[src/rtl/frac_baud_pkg.sv]
package frac_baud_pkg;

  // oversampling selection, bits 5:4 of the control byte
  typedef enum logic [1:0] {
    OS_X16  = 2'b00,
    OS_X8   = 2'b01,
    OS_X4   = 2'b10,
    OS_X16B = 2'b11
  } os_mode_e;

  localparam int unsigned MAX_OS = 16;

  function automatic int unsigned os_ratio(os_mode_e m);
    case (m)
      OS_X8:   os_ratio = 8;
      OS_X4:   os_ratio = 4;
      default: os_ratio = 16;
    endcase
  endfunction

endpackage

[src/rtl/frac_baud_regs.sv]
module frac_baud_regs
  import frac_baud_pkg::*;
#(
  parameter int BYTE_W = 8,
  parameter int FRAC_W = 4,
  localparam int DIV_W = 2 * BYTE_W
) (
  input  logic              clk,
  input  logic              rst_n,
  input  logic [BYTE_W-1:0] wr_data,
  input  logic              wr_div_lo,
  input  logic              wr_div_hi,
  input  logic              wr_frac,
  input  logic              ext_en,
  output logic [DIV_W-1:0]  div_o,
  output logic [FRAC_W-1:0] frac_o,
  output os_mode_e          mode_o,
  output logic              reload_o
);

  logic [BYTE_W-1:0] lo_q, lo_d, hi_q, hi_d;
  logic [FRAC_W-1:0] frac_q, frac_d;
  os_mode_e          mode_q, mode_d;
  logic              frac_ok;

  always_comb begin
    frac_ok = wr_frac && ext_en;
    lo_d    = wr_div_lo ? wr_data : lo_q;
    hi_d    = wr_div_hi ? wr_data : hi_q;
    frac_d  = frac_ok ? wr_data[FRAC_W-1:0] : frac_q;
    mode_d  = frac_ok ? os_mode_e'(wr_data[FRAC_W+1:FRAC_W]) : mode_q;
  end

  always_ff @(posedge clk or negedge rst_n) begin
    if (!rst_n) begin
      lo_q   <= '0;
      hi_q   <= '0;
      frac_q <= '0;
      mode_q <= OS_X16;
    end else begin
      lo_q   <= lo_d;
      hi_q   <= hi_d;
      frac_q <= frac_d;
      mode_q <= mode_d;
    end
  end

  assign div_o    = {hi_q, lo_q};
  assign frac_o   = frac_q;
  assign mode_o   = mode_q;
  assign reload_o = wr_div_lo || wr_div_hi || frac_ok;

endmodule

[src/rtl/frac_baud_period.sv]
module frac_baud_period #(
  parameter int DIV_W  = 16,
  parameter int FRAC_W = 4
) (
  input  logic              clk,
  input  logic              rst_n,
  input  logic              reload,
  input  logic [DIV_W-1:0]  div,
  input  logic [FRAC_W-1:0] frac,
  output logic              period_end,
  output logic [DIV_W-1:0]  cnt_o
);

  logic [DIV_W-1:0]  cnt_q, cnt_d, len_m1;
  logic [FRAC_W-1:0] acc_q, acc_d;
  logic              long_q, long_d, running;
  logic [FRAC_W:0]   sum;

  always_comb begin
    running    = (div != '0);
    len_m1     = long_q ? div : div - DIV_W'(1);
    period_end = running && (cnt_q == len_m1);
    sum        = {1'b0, acc_q} + {1'b0, frac};
    cnt_d      = cnt_q;
    acc_d      = acc_q;
    long_d     = long_q;
    if (reload) begin
      cnt_d  = '0;
      acc_d  = '0;
      long_d = 1'b0;
    end else if (!running) begin
      cnt_d  = '0;
    end else if (period_end) begin
      cnt_d  = '0;
      acc_d  = sum[FRAC_W-1:0];
      long_d = sum[FRAC_W];
    end else begin
      cnt_d  = cnt_q + DIV_W'(1);
    end
  end

  always_ff @(posedge clk or negedge rst_n) begin
    if (!rst_n) begin
      cnt_q  <= '0;
      acc_q  <= '0;
      long_q <= 1'b0;
    end else begin
      cnt_q  <= cnt_d;
      acc_q  <= acc_d;
      long_q <= long_d;
    end
  end

  assign cnt_o = cnt_q;

endmodule

[src/rtl/frac_baud_bitdiv.sv]
module frac_baud_bitdiv
  import frac_baud_pkg::*;
#(
  parameter int unsigned OS_MAX = MAX_OS,
  localparam int CNT_W = $clog2(OS_MAX)
) (
  input  logic     clk,
  input  logic     rst_n,
  input  logic     reload,
  input  logic     sample_end,
  input  os_mode_e mode,
  output logic     bit_end
);

  logic [CNT_W-1:0] scnt_q, scnt_d, ratio_m1;

  always_comb begin
    ratio_m1 = CNT_W'(os_ratio(mode) - 1);
    bit_end  = sample_end && (scnt_q == ratio_m1);
    scnt_d   = scnt_q;
    if (reload)          scnt_d = '0;
    else if (bit_end)    scnt_d = '0;
    else if (sample_end) scnt_d = scnt_q + CNT_W'(1);
  end

  always_ff @(posedge clk or negedge rst_n) begin
    if (!rst_n) scnt_q <= '0;
    else        scnt_q <= scnt_d;
  end

endmodule

[src/rtl/frac_baud_gen.sv]
module frac_baud_gen
  import frac_baud_pkg::*;
#(
  parameter int BYTE_W = 8,
  parameter int FRAC_W = 4,
  localparam int DIV_W = 2 * BYTE_W
) (
  input  logic              clk,
  input  logic              rst_n,
  input  logic [BYTE_W-1:0] wr_data,
  input  logic              wr_div_lo,
  input  logic              wr_div_hi,
  input  logic              wr_frac,
  input  logic              ext_en,
  output logic              sample_tick,
  output logic              bit_tick
);

  logic [DIV_W-1:0]  div_w, cnt_w;
  logic [FRAC_W-1:0] frac_w;
  os_mode_e          mode_w;
  logic              reload_w, per_end_w, bit_end_w;
  logic              stick_q, stick_d, btick_q, btick_d;

  frac_baud_regs #(.BYTE_W(BYTE_W), .FRAC_W(FRAC_W)) u_regs (
    .clk(clk), .rst_n(rst_n), .wr_data(wr_data),
    .wr_div_lo(wr_div_lo), .wr_div_hi(wr_div_hi), .wr_frac(wr_frac),
    .ext_en(ext_en), .div_o(div_w), .frac_o(frac_w), .mode_o(mode_w),
    .reload_o(reload_w)
  );

  frac_baud_period #(.DIV_W(DIV_W), .FRAC_W(FRAC_W)) u_period (
    .clk(clk), .rst_n(rst_n), .reload(reload_w), .div(div_w),
    .frac(frac_w), .period_end(per_end_w), .cnt_o(cnt_w)
  );

  frac_baud_bitdiv u_bitdiv (
    .clk(clk), .rst_n(rst_n), .reload(reload_w),
    .sample_end(per_end_w), .mode(mode_w), .bit_end(bit_end_w)
  );

  always_comb begin
    stick_d = per_end_w && !reload_w;
    btick_d = bit_end_w && !reload_w;
  end

  always_ff @(posedge clk or negedge rst_n) begin
    if (!rst_n) begin
      stick_q <= 1'b0;
      btick_q <= 1'b0;
    end else begin
      stick_q <= stick_d;
      btick_q <= btick_d;
    end
  end

  assign sample_tick = stick_q;
  assign bit_tick    = btick_q;

endmodule

[config.mk]
export PLATFORM = sky130hd
export DESIGN_NAME = frac_baud_gen
export DESIGN_NICKNAME = d
export VERILOG_FILES = /design/src/rtl/frac_baud_pkg.sv /design/src/rtl/frac_baud_regs.sv /design/src/rtl/frac_baud_period.sv /design/src/rtl/frac_baud_bitdiv.sv /design/src/rtl/frac_baud_gen.sv
export SDC_FILE = /design/constraint.sdc
export NUM_CORES = 1
export LEC_CHECK = 0
export BUFFER_PORTS_ARGS = -buffer_cell sky130_fd_sc_hd__buf_2
export CORE_ASPECT_RATIO = 1.75
export CORE_MARGIN = 1
export CORE_UTILIZATION = 45
export CTS_CLUSTER_SIZE = 40
export DETAILED_ROUTE_END_ITERATION = 8
export PLACE_DENSITY = 0.73
export SYNTH_ARGS = -nofsm -noshare
export SYNTH_HDL_FRONTEND = slang
export SYNTH_SLANG_ARGS = --single-unit
[constraint.sdc]
create_clock -name clk -period 4 [get_ports clk]
set_clock_uncertainty 0.1 [all_clocks]
set_input_delay 1.2 -clock clk [delete_from_list [all_inputs] [get_ports clk]]
set_output_delay 1.2 -clock clk [all_outputs]
set_load 0.01 [all_outputs]
## Word level (Yosys, flattened, before mapping)

Cells that the tools add are included.

- $add $sub $neg: 5
- $mul: 0
- Divide/modulo/power cells: 0
- Magnitude comparators: 0
- Eq/ne operators: 4
- Shift operators: 0
- Mux-type cells: 14
- Bitwise gates (word level): 0
- Reductions and logical operators: 13

Operators by type and width:

| operator | number |
|---|---|
| $mux W16 | 4 |
| $mux W4 | 6 |
| $add A16 B1 Y16 const B | 1 |
| $eq A16 B16 Y1 | 1 |
| $reduce_bool A16 Y1 | 1 |
| $sub A16 B1 Y16 const B | 1 |
| $pmux W4 S2 | 1 |
| $add A4 B4 Y5 | 1 |
| $logic_and A1 B1 Y1 | 5 |
| $add A4 B1 Y4 const B | 1 |
| $eq A4 B4 Y1 | 1 |
| $reduce_bool A2 Y1 | 2 |
| $sub A4 B1 Y4 const B | 1 |
| $mux W1 | 3 |
| $reduce_bool A3 Y1 | 1 |
| $eq A2 B1 Y1 const B | 1 |
| $eq A2 B2 Y1 const B | 1 |
| $logic_or A1 B1 Y1 | 2 |
| $reduce_and A2 Y1 | 1 |
| $logic_not A1 Y1 | 1 |

- Bits in registers: 49
- Latch bits: 0
- RAM bits: 0
- Bits in read-only memories: 0
- Bits of input ports: 14
- Output and inout bits: 2
- Word-level logic and storage cells: 46
- Memories kept: 0

## Longest topological paths before layout

- Word-level depth: 7
- Depth in mapped cells: 10
- Gate-level depth less buffers: 9

## Hierarchy

From an unflattened synthesis, not the netlist that was laid out.

- Cell total of the unflattened synthesis: 262
- Area total of the unflattened synthesis: 2,874.0 um^2

Modules (own cells, without submodules):

| module | times used | cells each | area each (um^2) | sequential area each (um^2) |
|---|---|---|---|---|
| frac_baud_period | 1 | 183 | 1,700.4 | 525.5 |
| frac_baud_regs | 1 | 49 | 834.6 | 550.5 |
| frac_baud_bitdiv | 1 | 26 | 276.5 | 100.1 |
| frac_baud_gen | 1 | 4 | 62.6 | 50.0 |

## Least setup slack after synthesis

Ideal clock, no wire load.

- Path type: register to register
- From: reg u_regs.hi_q[0]
- To: reg u_period.cnt_q[11], in the netlist u_period.cnt_o[11]
- Setup time: 0.119 ns
- Arrival: 2.800 ns
- Required time: 3.781 ns
- Path slack: 0.981 ns
- Stages on the path, launching flop included: 10
- Path buffers: 2
- Clock period less this slack: 3.019 ns
- Cells stage by stage: dfrtp_1 or4_1 buf_2 or3_4 nor4_2 xnor2_1 or4_4 o21ai_4 buf_6 nor2_1

- Longest elaborated chain between the ends: 7
- Elaborated cells on any way between the ends: 8
- Classes of those cells: 1 x add/sub; 1 x eq/ne; 4 x mux; 2 x reduce/logical

RTL lines:

| element | line | RTL |
|---|---|---|
| from (decl) | frac_baud_regs.sv:21 | `logic [BYTE_W-1:0] lo_q, lo_d, hi_q, hi_d;` |
| from (signal assigned) | frac_baud_regs.sv:42 | `hi_q <= hi_d;` |
| $sub A16 B1 Y16 | frac_baud_period.sv:21 | `len_m1 = long_q ? div : div - DIV_W'(1);` |
| $mux W16 | frac_baud_period.sv:21 |  |
| $eq A16 B16 Y1 | frac_baud_period.sv:22 | `period_end = running && (cnt_q == len_m1);` |
| $logic_and A1 B1 Y1 | frac_baud_period.sv:22 |  |
| $mux W16 | frac_baud_period.sv:33 | `end else if (period_end) begin` |
| $mux W16 * | frac_baud_period.sv:31 | `end else if (!running) begin` |
| $mux W16 * | frac_baud_period.sv:27 | `if (reload) begin` |
| named net u_period.cnt_d[11] | frac_baud_period.sv:14 | `logic [DIV_W-1:0] cnt_q, cnt_d, len_m1;` |
| to (signal assigned) | frac_baud_period.sv:48 | `cnt_q <= cnt_d;` |
| to (decl) | frac_baud_period.sv:14 |  |

Mark *: on every way through the listed nets, which the timed path passes. The rest lies on a longest branch.
A chain may end at the register's enable or synchronous reset.

## Final worst setup path

- From: reg u_regs.hi_q[0]
- To: reg u_period.cnt_q[15], in the netlist u_period.cnt_o[15]

Same word-level chain as after synthesis.

==> impl_metrics.tcl <==
set metrics [dict create \
    status "finished clean" \
    die_h_um 107 \
    setup-violations-final 0 \
    portBuffers 15 \
    drcViolationCount 0 \
    synth_edf_count 0 \
    clkPwrFrac_pct 28.8 \
    drive_above_1_share_pct 19.7 \
    cp.arrival_ps 3330 \
    hp-class "flop to flop" \
    rows 37 \
    p_int_w 0.000712 \
    synth_nets 297 \
    nets 311 \
    cts_resized 0 \
    synth_common_cells "49 x dfrtp_1, 29 x nor2_1, 21 x mux2_2" \
    yosysSeqAreaShare_pct 43.6 \
    area_growth_pct 7.96 \
    crit_fanout 15 \
    finalCriticalPeriod_ps 3260 \
    grt_start_max_net_pins 50 \
    end_kind "flop" \
    wl_um 5780 \
    ir_drop_mv 0.305 \
    grtUsageTotal_pct 20.6 \
    fmax_ghz 0.307 \
    die_w_um 61.8 \
    gp_congestion 0.891 \
    p_sw_w 0.000271 \
    cts_tree "yes" \
    numCtsBuffers 5 \
    h-tree-depth 2 \
    period_share_pct 81.4 \
    p_leak_nw 1.27 \
    cts_setup_buffers 0 \
    path_class "flop to flop" \
    grt_pass1_vias 2150 \
    firstDrtPassIters 4 \
    coreArea_um2 5970 \
    synthFlopType "dfrtp_1" \
    io_pins 16 \
    tightest_slew_ps 1040 \
    ys_ff_latch 49 \
    synth_cell_type_count 49 \
    via_count 2052 \
    cp-start-kind "flop" \
    die_area_um2 6580 \
    async_flop_share_pct 100 \
    vias_per_cell 5.59 \
    diodes 0 \
    cts-root-buf "clkbuf_8" \
    drt_iter0_drc 36 \
    fin_tns_setup_ps 0 \
    final_area_um2 3040 \
    ant_nets 0 \
    synth.most_common_cell "dfrtp_1" \
    syn-instance-count 274 \
    drv_cap 0 \
    drv_slew 0 \
    syn_avg_cell_area_um2 10.3 \
    clockBufferDepth 2 \
    cts.sinks 49 \
    synth_top_area_share_pct 43.6 \
    synth_top_area_cell "dfrtp_1" \
    insertion_delay_ps 300 \
    finalHoldViolations 0 \
    max-slew-margin-rel_pct 30.6 \
    pwr-share-seq_pct 56.0 \
    syn_area_um2 2810 \
    routedWlPerCell_um 15.7 \
    rsz0062_at_grt "no" \
    antenna_found_initial 0 \
    power_switching_share_pct 27.6 \
    dpl.hpwl_um 4460 \
    grt_pass1_wl_um 10000 \
    final_util_pct 50.8 \
    power_density_nw_per_um2 324 \
    ys_warn_count 0 \
    power_w 0.000983 \
    comb_power_share_pct 15.2 \
    required_ps 4080 \
    place_area_um2 2950 \
    synth_area_leaders "dfrtp_1 44%, mux2_2 8.4%, xnor2_1 6.2%, xor2_1 5.9%, nor2_1 3.9%" \
    holdBufCountCts 0 \
    path_clk_slew_ps 80 \
    start_util_pct 47.1 \
    gr-total-overflow 0 \
]
==> per-stage QoR <==
| step | hold slack [ps] | cells | setup WS (ps) |
|---|---|---|---|
| 2_1_floorplan | 378 | 274 | 981 |
| 3_3_place_gp | 391 | 359 | 813 |
| 3_5_place_dp | 395 | 359 | 744 |
| 4_1_cts | 414 | 367 | 729 |
| 5_1_grt | 425 | 367 | 526 |
| 6_report | 417 | 367 | 742 |
==> power groups by stage <==
| stage | clock network (W) | registers (W) | logic [W] |
|---|---|---|---|
| after CTS | 0.000293 | 0.000550 | 0.000150 |
| after floorplan | 0 | 0.000550 | 0.000111 |
| after global placement | 0 | 0.000558 | 0.000145 |
| after global routing | 0.000306 | 0.000555 | 0.000166 |
| after detailed placement | 0 | 0.000560 | 0.000148 |
| final | 0.000283 | 0.000550 | 0.000149 |
==> cell families after synthesis <==
family	share of synthesized area [%]
flip-flops	43.6
adder cells (fa/ha/maj)	4.27
multiplexers	8.76
AND/OR/NAND/NOR	20.8
buffers and inverters	1.91
AO/OA/AOI/OAI	8.50
XOR/XNOR	12.1
==> metal layers <==
layer,up-vias,track usage (%),wire length [um]
met5,-,0,0
met4,0,9.84,177
met3,15,2.41,129
met2,41,35.5,3150
met1,995,24.4,2320
li1,1001,-,-
==> final timing paths <==
check | cells past startpoint | slack, ps | from | to
worst min register to register | 1 | 420 | u_regs.mode_o[0] | u_regs.mode_o[0]
max in group asynchronous | 1 | 2180 | rst_n | u_regs.lo_q[3]
worst min-delay path | 1 | 420 | u_regs.mode_o[0] | u_regs.mode_o[0]
min in group asynchronous | 1 | 970 | rst_n | u_period.acc_q[2]
worst max register to register | 7 | 740 | u_regs.hi_q[0] | u_period.cnt_o[15]
worst max-delay path | 7 | 740 | u_regs.hi_q[0] | u_period.cnt_o[15]
==> placed cells by master (no fill, tap or decap), drive strengths merged, types with 2 or more instances in the layout <==
cell type	count
dfrtp	49
nor2	29
mux2	21
xnor2	20
xor2	19
nand2	17
buf	16
nand3	15
a21oi	9
o21ai	9
ha	8
or3	6
nor3	6
and3	5
clkbuf	5
nor4	5
a21o	4
or4	4
inv	3
nand4	3
nor4b	2
or2	2
nor2b	2
or4b	2
o211ai	2
a31oi	2
nand2b	2
o31ai	2
nor3b	2
a211oi	2
clkinv	2
==> cell type report <==
cell class | count | area [um2]
clock inverters | 3 | 17.5
repair buffers | 16 | 82.6
fillers | 545 | 2940
flip-flops and latches | 49 | 1230
clock buffers | 5 | 68.8
multi-input cells | 213 | 1530
inverters | 3 | 11.3
well taps | 78 | 97.6
==> critical path, cell delays in order, from the launching register on <==
cell     delay [ps]
dfrtp_1         450
or4_1           640
or3_4           420
nor4_2          300
xnor2_1         170
or4_4           580
o21ai_4         370
nor2_1          100
==> registers in the layout, summed over array words and instances (netlist names) <==
name             flops
u_regs.frac_o        4
u_regs.mode_o        2
u_period.cnt_o      16
u_period.long_q      1
sample_tick          1
u_regs.hi_q          8
u_regs.lo_q          8
u_bitdiv.scnt_q      4
bit_tick             1
u_period.acc_q       4
Note: power is estimated with default switching activity, not from simulation.
